<file path="src/rtl/a429_tx_pkg.sv">
package a429_tx_pkg;
  typedef enum logic [1:0] {
    SER_IDLE = 2'd0,
    SER_SEND = 2'd1,
    SER_GAP  = 2'd2
  } ser_state_e;

  function automatic logic odd_fill(input logic [30:0] low_bits);
    return ~(^low_bits);
  endfunction
endpackage

</file>
<file path="src/rtl/a429_tx_assembler.sv">
module a429_tx_assembler #(
  parameter int HALF_W = 16
) (
  input  logic                clk,
  input  logic                rst_n,
  input  logic                wr_valid,
  output logic                wr_ready,
  input  logic [HALF_W-1:0]   wr_data,
  input  logic                q_full,
  output logic                push,
  output logic [2*HALF_W-1:0] push_word
);
  logic              have_lo;
  logic [HALF_W-1:0] lo_q;
  logic              fire;

  assign wr_ready  = !have_lo || !q_full;
  assign fire      = wr_valid && wr_ready;
  assign push      = fire && have_lo;
  assign push_word = {wr_data, lo_q};

  always_ff @(posedge clk or negedge rst_n) begin
    if (!rst_n) begin
      have_lo <= 1'b0;
      lo_q    <= '0;
    end else if (fire) begin
      have_lo <= !have_lo;
      if (!have_lo) lo_q <= wr_data;
    end
  end


  no_overflow_chk: assert property (@(posedge clk) disable iff (!rst_n)
    push |-> !q_full);
endmodule

</file>
<file path="src/rtl/a429_tx_fifo.sv">
module a429_tx_fifo #(
  parameter int WIDTH = 32,
  parameter int DEPTH = 32
) (
  input  logic             clk,
  input  logic             rst_n,
  input  logic             push,
  input  logic [WIDTH-1:0] push_word,
  input  logic             pop,
  output logic [WIDTH-1:0] head_word,
  output logic             empty,
  output logic             full,
  output logic             half
);
  localparam int PW = $clog2(DEPTH);
  localparam int CW = PW + 1;

  logic [WIDTH-1:0] mem [DEPTH];
  logic [PW-1:0]    wr_ptr, rd_ptr;
  logic [CW-1:0]    count;

  assign head_word = mem[rd_ptr];
  assign empty     = (count == '0);
  assign full      = (count == CW'(DEPTH));
  assign half      = (count >= CW'(DEPTH / 2));

  always_ff @(posedge clk) begin
    if (push) mem[wr_ptr] <= push_word;
  end

  always_ff @(posedge clk or negedge rst_n) begin
    if (!rst_n) begin
      wr_ptr <= '0;
      rd_ptr <= '0;
      count  <= '0;
    end else begin
      if (push) wr_ptr <= (wr_ptr == PW'(DEPTH - 1)) ? '0 : wr_ptr + 1'b1;
      if (pop)  rd_ptr <= (rd_ptr == PW'(DEPTH - 1)) ? '0 : rd_ptr + 1'b1;
      case ({push, pop})
        2'b10:   count <= count + 1'b1;
        2'b01:   count <= count - 1'b1;
        default: count <= count;
      endcase
    end
  end


  full_has_half_chk: assert property (@(posedge clk) disable iff (!rst_n)
    full |-> half);

  no_empty_pop_chk: assert property (@(posedge clk) disable iff (!rst_n)
    pop |-> !empty);
endmodule

</file>
<file path="src/rtl/a429_tx_serializer.sv">
module a429_tx_serializer
  import a429_tx_pkg::*;
#(
  parameter int WORD_W     = 32,
  parameter int FAST_TICKS = 10,
  parameter int SLOW_TICKS = 80,
  parameter int GAP_BITS   = 4
) (
  input  logic              clk,
  input  logic              rst_n,
  input  logic              tick,
  input  logic              rate_slow,
  input  logic              par_gen,
  input  logic              tx_en,
  input  logic              q_empty,
  input  logic [WORD_W-1:0] head_word,
  output logic              pop,
  output logic              line_hi,
  output logic              line_lo,
  output logic              idle
);
  localparam int TW = $clog2(SLOW_TICKS + 1);
  localparam int BW = $clog2(WORD_W);
  localparam logic [TW-1:0] FAST_LAST = TW'(FAST_TICKS - 1);
  localparam logic [TW-1:0] SLOW_LAST = TW'(SLOW_TICKS - 1);
  localparam logic [TW-1:0] FAST_HALF = TW'(FAST_TICKS / 2);
  localparam logic [TW-1:0] SLOW_HALF = TW'(SLOW_TICKS / 2);

  ser_state_e        state;
  logic [WORD_W-1:0] shreg;
  logic [BW-1:0]     bit_idx;
  logic [TW-1:0]     tcnt;
  logic              rate_q;
  logic [TW-1:0]     last_tick, half_tick;
  logic              bit_end, active;
  logic [WORD_W-1:0] load_word;

  assign last_tick = rate_q ? SLOW_LAST : FAST_LAST;
  assign half_tick = rate_q ? SLOW_HALF : FAST_HALF;
  assign bit_end   = tick && (tcnt == last_tick);
  assign pop       = (state == SER_IDLE) && tx_en && !q_empty;
  assign idle      = (state == SER_IDLE);
  assign active    = (state == SER_SEND) && (tcnt < half_tick);
  assign line_hi   = active && shreg[0];
  assign line_lo   = active && !shreg[0];

  always_comb begin
    load_word = head_word;
    if (par_gen) load_word[WORD_W-1] = odd_fill(head_word[WORD_W-2:0]);
  end

  always_ff @(posedge clk or negedge rst_n) begin
    if (!rst_n) begin
      state   <= SER_IDLE;
      shreg   <= '0;
      bit_idx <= '0;
      tcnt    <= '0;
      rate_q  <= 1'b0;
    end else begin
      case (state)
        SER_IDLE: if (pop) begin
          state   <= SER_SEND;
          shreg   <= load_word;
          bit_idx <= '0;
          tcnt    <= '0;
          rate_q  <= rate_slow;
        end
        SER_SEND: if (tick) begin
          if (bit_end) begin
            tcnt  <= '0;
            shreg <= shreg >> 1;
            if (bit_idx == BW'(WORD_W - 1)) begin
              state   <= SER_GAP;
              bit_idx <= '0;
            end else begin
              bit_idx <= bit_idx + 1'b1;
            end
          end else begin
            tcnt <= tcnt + 1'b1;
          end
        end
        SER_GAP: if (tick) begin
          if (bit_end) begin
            tcnt <= '0;
            if (bit_idx == BW'(GAP_BITS - 1)) begin
              state   <= SER_IDLE;
              bit_idx <= '0;
            end else begin
              bit_idx <= bit_idx + 1'b1;
            end
          end else begin
            tcnt <= tcnt + 1'b1;
          end
        end
        default: state <= SER_IDLE;
      endcase
    end
  end


  start_needs_en_chk: assert property (@(posedge clk) disable iff (!rst_n)
    (state == SER_SEND && $past(state) == SER_IDLE) |-> $past(tx_en));

  par_odd_chk: assert property (@(posedge clk) disable iff (!rst_n)
    (state == SER_SEND && $past(state) == SER_IDLE && $past(par_gen)) |-> (^shreg));

  gap_then_idle_chk: assert property (@(posedge clk) disable iff (!rst_n)
    (state == SER_SEND && $past(state) != SER_SEND) |-> $past(state) == SER_IDLE);

  rate_hold_chk: assert property (@(posedge clk) disable iff (!rst_n)
    (state != SER_IDLE && $past(state) != SER_IDLE) |-> $stable(rate_q));
endmodule

</file>
<file path="src/rtl/a429_tx.sv">
module a429_tx #(
  parameter int HALF_W     = 16,
  parameter int DEPTH      = 32,
  parameter int FAST_TICKS = 10,
  parameter int SLOW_TICKS = 80,
  parameter int GAP_BITS   = 4
) (
  input  logic              clk,
  input  logic              rst_n,
  input  logic              tick_1us,
  input  logic              wr_valid,
  output logic              wr_ready,
  input  logic [HALF_W-1:0] wr_data,
  input  logic              rate_slow,
  input  logic              par_gen,
  input  logic              tx_en,
  output logic              line_hi,
  output logic              line_lo,
  output logic              fifo_half,
  output logic              fifo_full,
  output logic              tx_ready
);
  localparam int WORD_W = 2 * HALF_W;

  logic              push, pop, q_empty, ser_idle;
  logic [WORD_W-1:0] push_word, head_word;

  a429_tx_assembler #(.HALF_W(HALF_W)) u_asm (
    .clk(clk), .rst_n(rst_n), .wr_valid(wr_valid), .wr_ready(wr_ready),
    .wr_data(wr_data), .q_full(fifo_full), .push(push), .push_word(push_word)
  );

  a429_tx_fifo #(.WIDTH(WORD_W), .DEPTH(DEPTH)) u_fifo (
    .clk(clk), .rst_n(rst_n), .push(push), .push_word(push_word), .pop(pop),
    .head_word(head_word), .empty(q_empty), .full(fifo_full), .half(fifo_half)
  );

  a429_tx_serializer #(
    .WORD_W(WORD_W), .FAST_TICKS(FAST_TICKS), .SLOW_TICKS(SLOW_TICKS),
    .GAP_BITS(GAP_BITS)
  ) u_ser (
    .clk(clk), .rst_n(rst_n), .tick(tick_1us), .rate_slow(rate_slow),
    .par_gen(par_gen), .tx_en(tx_en), .q_empty(q_empty), .head_word(head_word),
    .pop(pop), .line_hi(line_hi), .line_lo(line_lo), .idle(ser_idle)
  );

  assign tx_ready = q_empty && ser_idle;


  ready_quiet_chk: assert property (@(posedge clk) disable iff (!rst_n)
    tx_ready |-> (!line_hi && !line_lo));

  one_line_chk: assert property (@(posedge clk) disable iff (!rst_n)
    !(line_hi && line_lo));
endmodule

</file>
<file path="config.mk">
export PLATFORM = sky130hd
export DESIGN_NAME = a429_tx
export DESIGN_NICKNAME = d
export VERILOG_FILES = /design/src/rtl/a429_tx_pkg.sv /design/src/rtl/a429_tx_assembler.sv /design/src/rtl/a429_tx_fifo.sv /design/src/rtl/a429_tx_serializer.sv /design/src/rtl/a429_tx.sv
export SDC_FILE = /design/constraint.sdc
export NUM_CORES = 1
export LEC_CHECK = 0
export ABC_CLOCK_PERIOD_IN_PS = 7100
export BUFFER_PORTS_ARGS = -buffer_cell sky130_fd_sc_hd__buf_2
export CORE_ASPECT_RATIO = 1.4
export CORE_MARGIN = 4
export CORE_UTILIZATION = 63
export DETAILED_ROUTE_END_ITERATION = 6
export PLACE_DENSITY = 0.77
export SLEW_MARGIN = 20
export SYNTH_ARGS = -nofsm -noshare
export SYNTH_HDL_FRONTEND = slang
export SYNTH_HIERARCHICAL = 1
export SYNTH_SLANG_ARGS = --single-unit
export TNS_END_PERCENT = 50
</file>
<file path="constraint.sdc">
create_clock -name clk -period 7.1 [get_ports clk]
set_input_delay 2.13 -clock clk [delete_from_list [all_inputs] [get_ports clk]]
set_output_delay 2.13 -clock clk [all_outputs]
set_load 0.05 [all_outputs]
</file>
==> impl_metrics.yaml <==
global_route:
  grt_max_degree: 116
  grt_pass1_vias: 22000
  grt_use_total_pct: 27.9
  gr-total-overflow: 0
  antenna_found_initial: 0
  grt_first_pass_wirelength_mm: 150
floorplanning:
  die-area_um2: 73500
  die_h_um: 319
  die_x_um: 230
  fp-row-count: 113
  io_pins: 29
  start_util_pct: 63.9
  core_um2: 68100
detailed_routing:
  routed_wl_mm: 102
  routedWlPerCell_um: 31.8
  drc: 0
  initialDrtViolationCount: 2594
  drt_first_pass_iters: 7
  vias: 22000
  ant_nets: 0
  via_per_inst: 6.86
setup_path:
  cp.arrival_ns: 5.28
  crit_type: "flip-flop to flip-flop"
  worst_ep_required_time_ns: 7.67
  rrSetupSlack_ns: 2.39
  crit_path_end_kind: "flip-flop"
  critical_path.max_fanout: 32
  r2r_start: "u_fifo/rd_ptr[0]$_DFFE_PN0P_"
  startpoint_type: "flip-flop"
  r2r-end: "u_ser/shreg[31]$_DFFE_PN0P_"
  ff2ff_path_depth: 9
clocking:
  cts_resized: 0
  cts.sinks: 1104
  clk_latency_ns: 0.66
  cts_tree: "yes"
  cts-root-buf: "clkbuf_16"
  clock_path_buffers: 3
  cts_buffers: 94
  clk_pin_slew_worst_paths_ns: 0.06
  cts_hold_buf: 0
  htree_num_levels: 3
  postCtsSetupRepairBufs: 0
power_and_ir_drop:
  irDropWorstVdd_uv: 487
  power_density_nw_per_um2: 415
  power_mw: 19.9
  p_leak_nw: 15.6
placed_design:
  place_congestion: 0.867
  pre_cts_slack_ns: 1.96
  io_buffers: 28
  hpwl_mm: 59.3
worst_hold_path:
  hp-start: "u_fifo/count[5]$_DFFE_PN0P_"
  min_path_cells: 1
  hp-class: "flip-flop to flip-flop"
  holdPathEnd: "u_fifo/count[5]$_DFFE_PN0P_"
timing:
  max-slew-margin-rel_pct: 25.4
  grt_setup_unrepaired: "no"
  skew_ns: 0.0248
  setup_viol: 0
  slew_violations: 0
  finalCritPeriodShare_pct: 66.4
  hold_viol_final: 0
  worstMarginPinSlew_ns: 1.12
  fmax_mhz: 212
  fin_tns_setup_ns: 0
  setup_ws_ns: 2.39
  layout_min_cycle_time_ns: 4.71
outcome:
  status: "complete, no violations"
final_layout:
  multi_input_area_um2: 10200
  drive_gt1_share_pct: 23.3
  register_area_um2: 32800
  diodes: 0
  utilization_pct: 70.5
  finalNetCount: 2244
  fillers: 3985
  synthToLayoutAreaGrowth_pct: 10.4
yosys:
  ys_types: 68
  synth_edf_count: 1024
  syn_area_um2: 43500
  yosys_register_bits: 1104
  syn-mean-instance-area_um2: 20.2
  yosysWarningCount: 6
  seq_area_frac_synth_pct: 75.2
  syn-instance-count: 2157
  synth_fp_nets: 2199
  synth_flop_cell: "edfxtp_1"
  synthArstFlopShare_pct: 7.25
run:
  cap_viol_max_count: 0
## worst max-delay path, stage by stage, from the launching register on
cell and delay, ns:
dfrtp_4 0.90, buf_4 0.65, mux4_2 0.58, a2111oi_0 0.88, a21oi_1 0.36, xnor2_1 0.24, xnor2_1 0.22, xnor2_1 0.15
xnor3_1 0.42, a31oi_1 0.17
## metal layers
metal / vias to the layer above / part of all wire (%) / track usage, %
met1: 11600 / 36 / 38.4
met4: 0 / 3.0 / 8.11
met3: 180 / 8.1 / 3.46
met5: - / 0 / 0
met2: 1205 / 53 / 47.9
li1: 8987 / - / -
## placed cells by master (no fill, tap or decap), types with 24 or more instances in the layout
cell type and n:
edfxtp_1 1024, mux4_2 191, mux2i_1 165, a21oi_1 106, clkbuf_16 96, dfrtp_1 64
nor2_1 50, buf_4 37, o221ai_1 34, a22oi_1 31, o22ai_1 30, a22o_1 29
buf_2 27, a2111oi_2 27, clkbuf_1 24, nand2_1 24
## through the flow
| stage | cells | instance area [µm²] | hold slack [ns] |
|---|---|---|---|
| 6_report | 3202 | 48100 | 0.495 |
| 5_1_grt | 3202 | 48100 | 0.514 |
| 4_1_cts | 3192 | 47800 | 0.490 |
| 3_5_place_dp | 3016 | 44800 | 0.477 |
| 3_3_place_gp | 3010 | 44700 | 0.464 |
| 2_1_floorplan | 2157 | 43500 | 0.447 |
## worst max path at each step
| stage | start | endpoint |
|---|---|---|
| finish | u_fifo/rd_ptr[0]$_DFFE_PN0P_ | u_ser/shreg[31]$_DFFE_PN0P_ |
| global placement | wr_valid | u_fifo/mem[24][27]$_DFFE_PP_ |
| floorplan | wr_valid | u_fifo/mem[4][0]$_DFFE_PP_ |
| global route | u_fifo/rd_ptr[0]$_DFFE_PN0P_ | u_ser/shreg[31]$_DFFE_PN0P_ |
| CTS | u_fifo/count[2]$_DFFE_PN0P_ | fifo_full |
| detailed placement | wr_valid | u_fifo/mem[13][27]$_DFFE_PP_ |
## power breakdown
part / internal, mW / switching, mW / leakage (nW)
Sequential: 7.84 / 0.734 / 10.1
Combinational: 2.82 / 3.46 / 3.96
Clock: 2.82 / 2.26 / 1.48
Total: 13.5 / 6.45 / 15.6
## cells by family after synthesis
group / share of synthesized area [%]
AO/OA/AOI/OAI: 5.11
XOR/XNOR: 0.891
adder cells (fa/ha/maj): 0.546
buffers and inverters: 1.91
flip-flops: 75.2
multiplexers: 14.4
AND/OR/NAND/NOR: 1.90
## Yosys cell counts, types with 3 or more instances
cell type,number,area [µm²]
nor2_1,72,270
xnor3_1,4,90.1
nand3_1,8,40.0
a21oi_1,106,531
o2bb2ai_1,3,26.3
edfxtp_1,1024,30700
mux2_4,10,150
xor2_1,13,114
o22ai_1,30,188
a2111oi_2,27,405
o31ai_1,3,22.5
buf_4,28,210
mux2_2,16,180
and3_1,7,43.8
clkbuf_1,47,176
or2_2,3,18.8
nand3b_1,8,60.1
dfrtp_1,80,2000
nand2_1,24,90.1
nor3_1,14,70.1
ha_1,19,238
nor2b_1,5,31.3
a31oi_1,3,18.8
buf_1,5,18.8
buf_6,14,158
nand2b_1,9,56.3
a22o_1,29,254
a22oi_1,31,233
o221ai_1,34,298
mux4_2,191,4300
nand4_1,4,25.0
o21ai_0,11,55.1
mux2i_1,165,1650
inv_1,11,41.3
buf_2,41,205
xnor2_1,21,184
## flip-flops by register name (all words and copies together), names as in the netlist
name	count
u_fifo/wr_ptr	5
u_ser/state	2
u_ser/tcnt	7
u_fifo/mem	1024
u_fifo/count	6
u_ser/shreg	32
u_ser/bit_idx	5
u_fifo/rd_ptr	5
u_asm/lo_q	16
u_asm/have_lo	1
u_ser/rate_q	1
## area by class of cell
type / count / share of cell area, %
flip-flops and latches: 1104 / 68.2
multi-input cells: 905 / 21.2
clock buffers: 123 / 5.27
well taps: 920 / 2.39
repair buffers: 85 / 1.78
clock inverters: 53 / 1.02
inverters: 12 / 0.0937
Note: power is estimated with default switching activity, not from simulation.
